===== src/rtl/chain_commutator_pkg.sv =====
package chain_commutator_pkg;

    typedef enum logic [1:0] {
        ST_OFF     = 2'd0,
        ST_STEADY  = 2'd1,
        ST_OVERLAP = 2'd2
    } cc_state_e;

    typedef struct packed {
        logic start_ok;
        logic step_ok;
        logic step_err;
    } cc_req_t;

endpackage


===== src/rtl/cc_req_guard.sv =====
module cc_req_guard
    import chain_commutator_pkg::*;
#(
    parameter int NUM_GROUPS = 8,
    localparam int IDX_W = $clog2(NUM_GROUPS)
) (
    input  cc_state_e        state_i,
    input  logic [IDX_W-1:0] grp_i,
    input  logic             start_i,
    input  logic             step_i,
    output cc_req_t          req_o
);
    localparam logic [IDX_W-1:0] LAST_GRP = IDX_W'(NUM_GROUPS - 1);

    logic in_steady;
    logic at_end;

    assign in_steady = (state_i == ST_STEADY);
    assign at_end    = (grp_i == LAST_GRP);

    always_comb begin
        req_o          = '0;
        req_o.start_ok = start_i && (state_i == ST_OFF);
        req_o.step_ok  = step_i && in_steady && !at_end;
        req_o.step_err = step_i && in_steady && at_end;
    end
endmodule


===== src/rtl/cc_ovl_timer.sv =====
module cc_ovl_timer #(
    parameter int OVL_W = 8
) (
    input  logic             clk,
    input  logic             rst_n,
    input  logic             load_i,
    input  logic [OVL_W-1:0] len_i,
    output logic             done_o
);
    logic [OVL_W-1:0] cnt_q;
    logic [OVL_W-1:0] len_eff;

    // a zero length still gives one overlap cycle
    assign len_eff = (len_i == '0) ? OVL_W'(1) : len_i;

    always_ff @(posedge clk or negedge rst_n) begin
        if (!rst_n) begin
            cnt_q <= '0;
        end else if (load_i) begin
            cnt_q <= len_eff;
        end else if (cnt_q != '0) begin
            cnt_q <= cnt_q - 1'b1;
        end
    end

    assign done_o = (cnt_q == OVL_W'(1));
endmodule


===== src/rtl/cc_sel_encode.sv =====
module cc_sel_encode #(
    parameter int NUM_GROUPS = 8,
    localparam int IDX_W = $clog2(NUM_GROUPS),
    localparam int SEL_W = 2 * NUM_GROUPS
) (
    input  logic [IDX_W-1:0] cur_i,
    input  logic             cur_en_i,
    input  logic             nxt_en_i,
    output logic [SEL_W-1:0] sel_o
);
    logic [IDX_W-1:0] nxt;
    assign nxt = cur_i + 1'b1;

    for (genvar g = 0; g < NUM_GROUPS; g++) begin : g_pair
        logic hit;
        assign hit = (cur_en_i && (cur_i == IDX_W'(g))) ||
                     (nxt_en_i && (nxt   == IDX_W'(g)));
        assign sel_o[g]              = hit;
        assign sel_o[NUM_GROUPS + g] = hit;
    end
endmodule


===== src/rtl/chain_commutator.sv =====
module chain_commutator
    import chain_commutator_pkg::*;
#(
    parameter int NUM_GROUPS = 8,
    parameter int OVL_W      = 8,
    localparam int IDX_W = $clog2(NUM_GROUPS),
    localparam int SEL_W = 2 * NUM_GROUPS
) (
    input  logic             clk,
    input  logic             rst_n,
    input  logic             start_i,
    input  logic [IDX_W-1:0] start_grp_i,
    input  logic             step_i,
    input  logic [OVL_W-1:0] overlap_i,
    output logic [SEL_W-1:0] sel_o,
    output logic [IDX_W-1:0] grp_o,
    output logic             active_o,
    output logic             busy_o,
    output logic             err_o
);
    cc_state_e        state_q, state_d;
    logic [IDX_W-1:0] grp_q, grp_d;
    cc_req_t          req;
    logic             ovl_done;
    logic [SEL_W-1:0] sel_d;

    cc_req_guard #(.NUM_GROUPS(NUM_GROUPS)) u_guard (
        .state_i (state_q),
        .grp_i   (grp_q),
        .start_i (start_i),
        .step_i  (step_i),
        .req_o   (req)
    );

    cc_ovl_timer #(.OVL_W(OVL_W)) u_timer (
        .clk    (clk),
        .rst_n  (rst_n),
        .load_i (req.step_ok),
        .len_i  (overlap_i),
        .done_o (ovl_done)
    );

    // next-state and next-group decision
    always_comb begin
        state_d = state_q;
        grp_d   = grp_q;
        unique case (state_q)
            ST_OFF: begin
                if (req.start_ok) begin
                    state_d = ST_STEADY;
                    grp_d   = start_grp_i;
                end
            end
            ST_STEADY: begin
                if (req.step_ok) begin
                    state_d = ST_OVERLAP;
                end
            end
            ST_OVERLAP: begin
                if (ovl_done) begin
                    state_d = ST_STEADY;
                    grp_d   = grp_q + 1'b1;
                end
            end
            default: begin
                state_d = ST_OFF;
                grp_d   = '0;
            end
        endcase
    end

    // state register
    always_ff @(posedge clk or negedge rst_n) begin
        if (!rst_n) begin
            state_q <= ST_OFF;
            grp_q   <= '0;
        end else begin
            state_q <= state_d;
            grp_q   <= grp_d;
        end
    end

    cc_sel_encode #(.NUM_GROUPS(NUM_GROUPS)) u_enc (
        .cur_i    (grp_d),
        .cur_en_i (state_d != ST_OFF),
        .nxt_en_i (state_d == ST_OVERLAP),
        .sel_o    (sel_d)
    );

    // output registers, loaded from the next state so a phase lands on one edge
    always_ff @(posedge clk or negedge rst_n) begin
        if (!rst_n) begin
            sel_o    <= '0;
            busy_o   <= 1'b0;
            active_o <= 1'b0;
            err_o    <= 1'b0;
        end else begin
            sel_o    <= sel_d;
            busy_o   <= (state_d == ST_OVERLAP);
            active_o <= (state_d != ST_OFF);
            err_o    <= req.step_err;
        end
    end

    assign grp_o = grp_q;
endmodule


===== config.mk =====
export PLATFORM = sky130hd
export DESIGN_NAME = chain_commutator
export DESIGN_NICKNAME = d
export VERILOG_FILES = /design/src/rtl/chain_commutator_pkg.sv /design/src/rtl/cc_req_guard.sv /design/src/rtl/cc_ovl_timer.sv /design/src/rtl/cc_sel_encode.sv /design/src/rtl/chain_commutator.sv
export SDC_FILE = /design/constraint.sdc
export NUM_CORES = 1
export LEC_CHECK = 0
export ABC_CLOCK_PERIOD_IN_PS = 6950
export BUFFER_PORTS_ARGS = -buffer_cell sky130_fd_sc_hd__buf_4
export CAP_MARGIN = 5
export CORE_MARGIN = 2
export CORE_UTILIZATION = 56
export CTS_CLUSTER_SIZE = 28
export DETAILED_ROUTE_END_ITERATION = 7
export GPL_TIMING_DRIVEN = 0
export HOLD_SLACK_MARGIN = 0.1
export PLACE_DENSITY = 0.83
export SLEW_MARGIN = 20
export SYNTH_ARGS = -nofsm -noshare
export SYNTH_HDL_FRONTEND = slang
export SYNTH_SLANG_ARGS = --single-unit

===== constraint.sdc =====
create_clock -name clk -period 6.95 [get_ports clk]
set_input_delay 2.085 -clock clk [delete_from_list [all_inputs] [get_ports clk]]
set_output_delay 2.085 -clock clk [all_outputs]
set_load 0.01 [all_outputs]

# After elaboration in Yosys (flattened, before gate mapping)
# Cells that the tools add are included.
dict set report classes {
  n_reduce_logical 36
  n_mux 10
  n_addsub 3
  n_eq_ne 19
}
# op n
set op_table {}
lappend op_table {{$eq A3 B3 Y1 const B} 9}
lappend op_table {{$mux W8} 3}
lappend op_table {{$logic_and A1 B1 Y1} 20}
lappend op_table {{$eq A3 B2 Y1 const B} 4}
lappend op_table {{$pmux W3 S3} 1}
lappend op_table {{$eq A8 B1 Y1 const B} 1}
lappend op_table {{$logic_not A8 Y1} 1}
lappend op_table {{$logic_or A1 B1 Y1} 8}
lappend op_table {{$reduce_bool A8 Y1} 1}
lappend op_table {{$sub A8 B1 Y8 const B} 1}
lappend op_table {{$add A3 B1 Y3 const B} 2}
lappend op_table {{$eq A3 B1 Y1 const B} 2}
lappend op_table {{$logic_not A3 Y1} 2}
lappend op_table {{$mux W2} 3}
lappend op_table {{$mux W3} 2}
lappend op_table {{$pmux W2 S3} 1}
lappend op_table {{$eq A2 B2 Y1 const B} 2}
lappend op_table {{$reduce_bool A2 Y1} 2}
lappend op_table {{$eq A2 B1 Y1 const B} 1}
lappend op_table {{$logic_not A2 Y1} 1}
lappend op_table {{$logic_not A1 Y1} 1}
dict set report word_totals {
  elab_cells 75
  in_bits 15
  ff_bits 32
  out_inout_bits 22
}

# Longest topological paths before layout
dict set report logic_depth {
  ltp_word 8
  ltp_mapped 10
  mapped_depth_nobuf 10
}

# By module
# Synthesis repeated with hierarchy kept, for this count alone.
dict set report hier_totals {
  cells_unflattened 142
  hier_area_um2 1552.7
}
# module instances seq_area_each_um2 area_per_inst_um2 cells_per_inst
set modules_own_cells {}
lappend modules_own_cells {chain_commutator 1 600.6 777.0 49}
lappend modules_own_cells {cc_ovl_timer 1 200.2 528.0 57}
lappend modules_own_cells {cc_sel_encode 1 0.0 205.2 31}
lappend modules_own_cells {cc_req_guard 1 0.0 42.5 5}

# Least setup slack after synthesis
# Ideal clock, no wire load.
dict set report synth_path {
  kind {input to register}
  start {input start_i}
  end {register sel_o[9]}
  t_arrival_ps 3660
  path_stages 7
  slack_ps 3212
  path_buffers 0
  cell_sequence {nor2b_1 -> mux2_2 -> o221a_2 -> inv_1 -> ha_1 -> or3_1 -> a21oi_1}
}
dict set report synth_via {
  elab_chain_cells 7
  word_cells_on_any_way 13
  classes_between {add/sub (1); eq/ne (3); mux (4); reduce/logical (5)}
}
# element line_no
set synth_rtl {}
lappend synth_rtl {{start, declared} chain_commutator.sv:11} ;# input logic start_i,
lappend synth_rtl {{$logic_and A1 B1 Y1 *} cc_req_guard.sv:23} ;# req_o.start_ok = start_i && (state_i == ST_OFF);
lappend synth_rtl {{$mux W3 *} chain_commutator.sv:49} ;# if (req.start_ok) begin
lappend synth_rtl {{$pmux W3 S3 *} chain_commutator.sv:47} ;# unique case (state_q)
lappend synth_rtl {{via grp_d[2]} chain_commutator.sv:22} ;# logic [IDX_W-1:0] grp_q, grp_d;
lappend synth_rtl {{$add A3 B1 Y3} cc_sel_encode.sv:12} ;# assign nxt = cur_i + 1'b1;
lappend synth_rtl {{$eq A3 B1 Y1} cc_sel_encode.sv:17} ;# (nxt_en_i && (nxt == IDX_W'(g)));
lappend synth_rtl {{$logic_and A1 B1 Y1} cc_sel_encode.sv:17}
lappend synth_rtl {{$logic_or A1 B1 Y1 *} cc_sel_encode.sv:16} ;# assign hit = (cur_en_i && (cur_i == IDX_W'(g))) ||
lappend synth_rtl {{via u_enc.g_pair[1].hit} cc_sel_encode.sv:15} ;# logic hit;
lappend synth_rtl {{end signal, assigned} chain_commutator.sv:98} ;# sel_o <= sel_d;
lappend synth_rtl {{end, declared} chain_commutator.sv:15} ;# output logic [SEL_W-1:0] sel_o,
# Mark *: on every way through the listed nets, which the timed path passes. The rest lies on a longest branch.
# A chain may end at the register's enable or synchronous reset.

# Worst setup path in the final report
dict set report layout_path {
  start {input start_i}
  end {register sel_o[9]}
}
dict set report layout_via {
  elab_chain_cells 7
  word_cells_on_any_way 13
  classes_between {add/sub (1); eq/ne (3); mux (4); reduce/logical (5)}
}
# element line_no
set layout_rtl {}
lappend layout_rtl {{$logic_and A1 B1 Y1 *} cc_req_guard.sv:23}
lappend layout_rtl {{$mux W3} chain_commutator.sv:49}
lappend layout_rtl {{$pmux W3 S3} chain_commutator.sv:47}
lappend layout_rtl {{$add A3 B1 Y3} cc_sel_encode.sv:12}
lappend layout_rtl {{$eq A3 B1 Y1} cc_sel_encode.sv:17}
lappend layout_rtl {{$logic_and A1 B1 Y1} cc_sel_encode.sv:17}
lappend layout_rtl {{$logic_or A1 B1 Y1 *} cc_sel_encode.sv:16}
lappend layout_rtl {{via u_enc.g_pair[1].hit} cc_sel_encode.sv:15}
# Marked as above.

==> metrics.csv <==
metric,value,unit
hold_buffers,0,
start_util,0.581,
synth_mux_area_frac,0.0363,
post-place-ws,2.84,ns
rsz0062_at_grt,false,
fp.dieW,54.2,um
grt_pass1_wl,4970,um
power_density,143,nW/um2
setup_tns,0,ns
status,finished clean,
setup_slack,3.17,ns
synth_edf_count,0,
placed_cell_area,1720,um2
layout_common_cells,"buf_4 (44), dfrtp_1 (24), nand2_1 (15)",
portBuffers,36,
dieHeight,54.2,um
async_flop_share,1.00,
core,2430,um2
netlist_instances,146,
p_switching,49.4,uW
slew_violations,0,
fin_skew,0.00520,ns
ys_ff_latch,24,
crit_required,7.20,ns
ir_worst_vdd,0.109,mV
grt_max_degree,25,
drive_gt1_frac,0.312,
p_int,204,uW
ios,37,
period_share,0.543,
postCtsSetupBuffers,0,
sw_frac_of_total,0.195,
antenna_found_initial,0,
htree_levels,1,
synth_compound_area_frac,0.159,
overflow,0,
wirelength,3070,um
cap_violations,0,
drtIter0Drc,23,
root_buffer,clkbuf_4,
grt_pass1_vias,1147,
synthAdderAreaFrac,0.0620,
arrival,4.02,ns
grt_usage,0.235,
cts.sinks,24,
cts_resized,0,
cts_buffers,3,
crit_fanout,5,
synth_area,1410,um2
hold_start,u_timer.cnt_q[5],
sequentialPowerShare,0.552,
rrSetupSlack,4.00,ns
combinationalPowerShare,0.043,
reg2reg_to,sel_o[9],
drtAntennaViolNets,0,
place_congestion,0.923,
antenna_cells,0,
final-setup-viol-count,0,
worstRegToRegCells,9,
timing.fmax,0.265,GHz
stdcell_area,1770,um2
final_nets,209,
rows,18,
slew_headroom,0.510,
yosys_warnings,0,
vias,1215,
hold_path_depth,2,
min_delay_worst_endpoint,u_timer.cnt_q[5],
tightest_slew,0.733,ns
wire_per_inst,14.2,um
p_leak,0.781,nW
finalHoldViolations,0,
clkSlewWorstSetupHoldPaths,0.14,ns
regToRegStartpoint,u_timer.cnt_q[1],
tritoncts,yes,
yosys.area_share.simple,0.198,
via_per_inst,5.63,
clk_latency,0.32,ns
synth_ff_type,dfrtp_1,
drc_errors,0,
first_pass_iters,4,
clockPowerShare,0.405,
synth_seq_area_share,0.425,
final_common_cell,buf_4,
syn2layout_area_growth,25.5,%
critPathLaunchType,primary input,
syn-num-nets,168,
synth_top_family_by_area,simple AND/OR/NAND/NOR gates,
syn_avg_cell_area,9.68,um2
criticalPathCategory,primary input to flop,
die_area,2940,um2
hp-class,flop to flop,
min_period,3.78,ns
cts.path.max_buffers,2,
yosysUniqueCellTypes,40,
post-dp-hpwl,2370,um
synth_xor_area_frac,0.0372,
crit_path_end_kind,flop,
kinds of logic after synthesis:
group | Yosys count
and+or+nand+nor | 51
buffers and inverters | 21
AOI/OAI and AO/OA | 32
xor gates and xnor gates | 6
adders and majority gates | 7
DFF | 24
muxes | 5
state kept, by name, indices dropped and copies added, names as in the netlist:
| register | count |
|---|---|
| u_timer.cnt_q | 8 |
| grp_o | 3 |
| state_q | 2 |
| busy_o | 1 |
| err_o | 1 |
| active_o | 1 |
| sel_o | 8 |
stage by stage:
stage / power (mW) / utilization / hold slack [ns] / std cells
2_1_floorplan: 0.144 / - / 0.559 / 146
3_3_place_gp: 0.153 / 0.707 / 0.594 / 212
3_5_place_dp: 0.154 / 0.707 / 0.612 / 212
4_1_cts: 0.255 / 0.729 / 0.635 / 216
5_1_grt: 0.261 / 0.729 / 0.676 / 216
6_report: 0.254 / 0.729 / 0.651 / 216
worst max path at each step:
stage	from	endpoint	cells after the start
final	start_i	sel_o[9]	8
after global routing	start_i	sel_o[13]	10
after CTS	start_i	sel_o[9]	8
after detailed placement	start_i	sel_o[9]	8
after global placement	start_i	sel_o[9]	8
after floorplan	start_i	sel_o[9]	7
cells in the mapped netlist (2+ instances only):
cell / count / share of area
xnor2_1: 5 / 0.031
or4_1: 2 / 0.011
nor3b_1: 3 / 0.016
a21o_1: 2 / 0.011
nor3_1: 4 / 0.014
inv_1: 6 / 0.016
nand3_1: 4 / 0.014
buf_2: 2 / 0.0071
ha_1: 7 / 0.062
nand2_1: 15 / 0.040
nor4_1: 3 / 0.013
or3_1: 2 / 0.0089
dfrtp_1: 24 / 0.43
o21ai_0: 5 / 0.018
mux2i_1: 4 / 0.028
nand2b_1: 3 / 0.013
nor2_1: 7 / 0.019
a22o_1: 3 / 0.019
a21oi_1: 10 / 0.035
o31ai_1: 4 / 0.021
nor2b_1: 2 / 0.0089
clkbuf_1: 4 / 0.011
buf_4: 8 / 0.043
worst max-delay path, stage by stage:
cell     delay [ns]
buf_4          0.09
nor2b_1        0.34
mux2i_1        0.30
o221a_4        0.28
a21oi_1        0.06
ha_1           0.30
or3_1          0.37
a21oi_1        0.19
power groups by stage:
stage	Combinational, mW	Clock, mW	Sequential (mW)
global placement	0.0107	0	0.143
floorplan	0.000819	0	0.143
CTS	0.0112	0.103	0.140
finish	0.0109	0.103	0.140
global route	0.0123	0.109	0.140
detailed placement	0.0111	0	0.143
layout make-up:
type / instances / area, um2
Clock buffer: 3 / 22.5
Clock inverter: 1 / 30.0
Fill cell: 180 / 659
Multi-Input combinational cell: 101 / 696
Buffer: 14 / 85.1
Sequential cell: 24 / 601
Inverter: 7 / 31.3
Tap cell: 30 / 37.5
Timing Repair Buffer: 36 / 270
layer usage:
layer / global-route usage / wire length [um]
met1: 0.262 / 1200
met2: 0.460 / 1720
met3: 0.0355 / 127
met4: 0.0542 / 23
met5: 0 / 0
(Power assumes the default switching activity.)
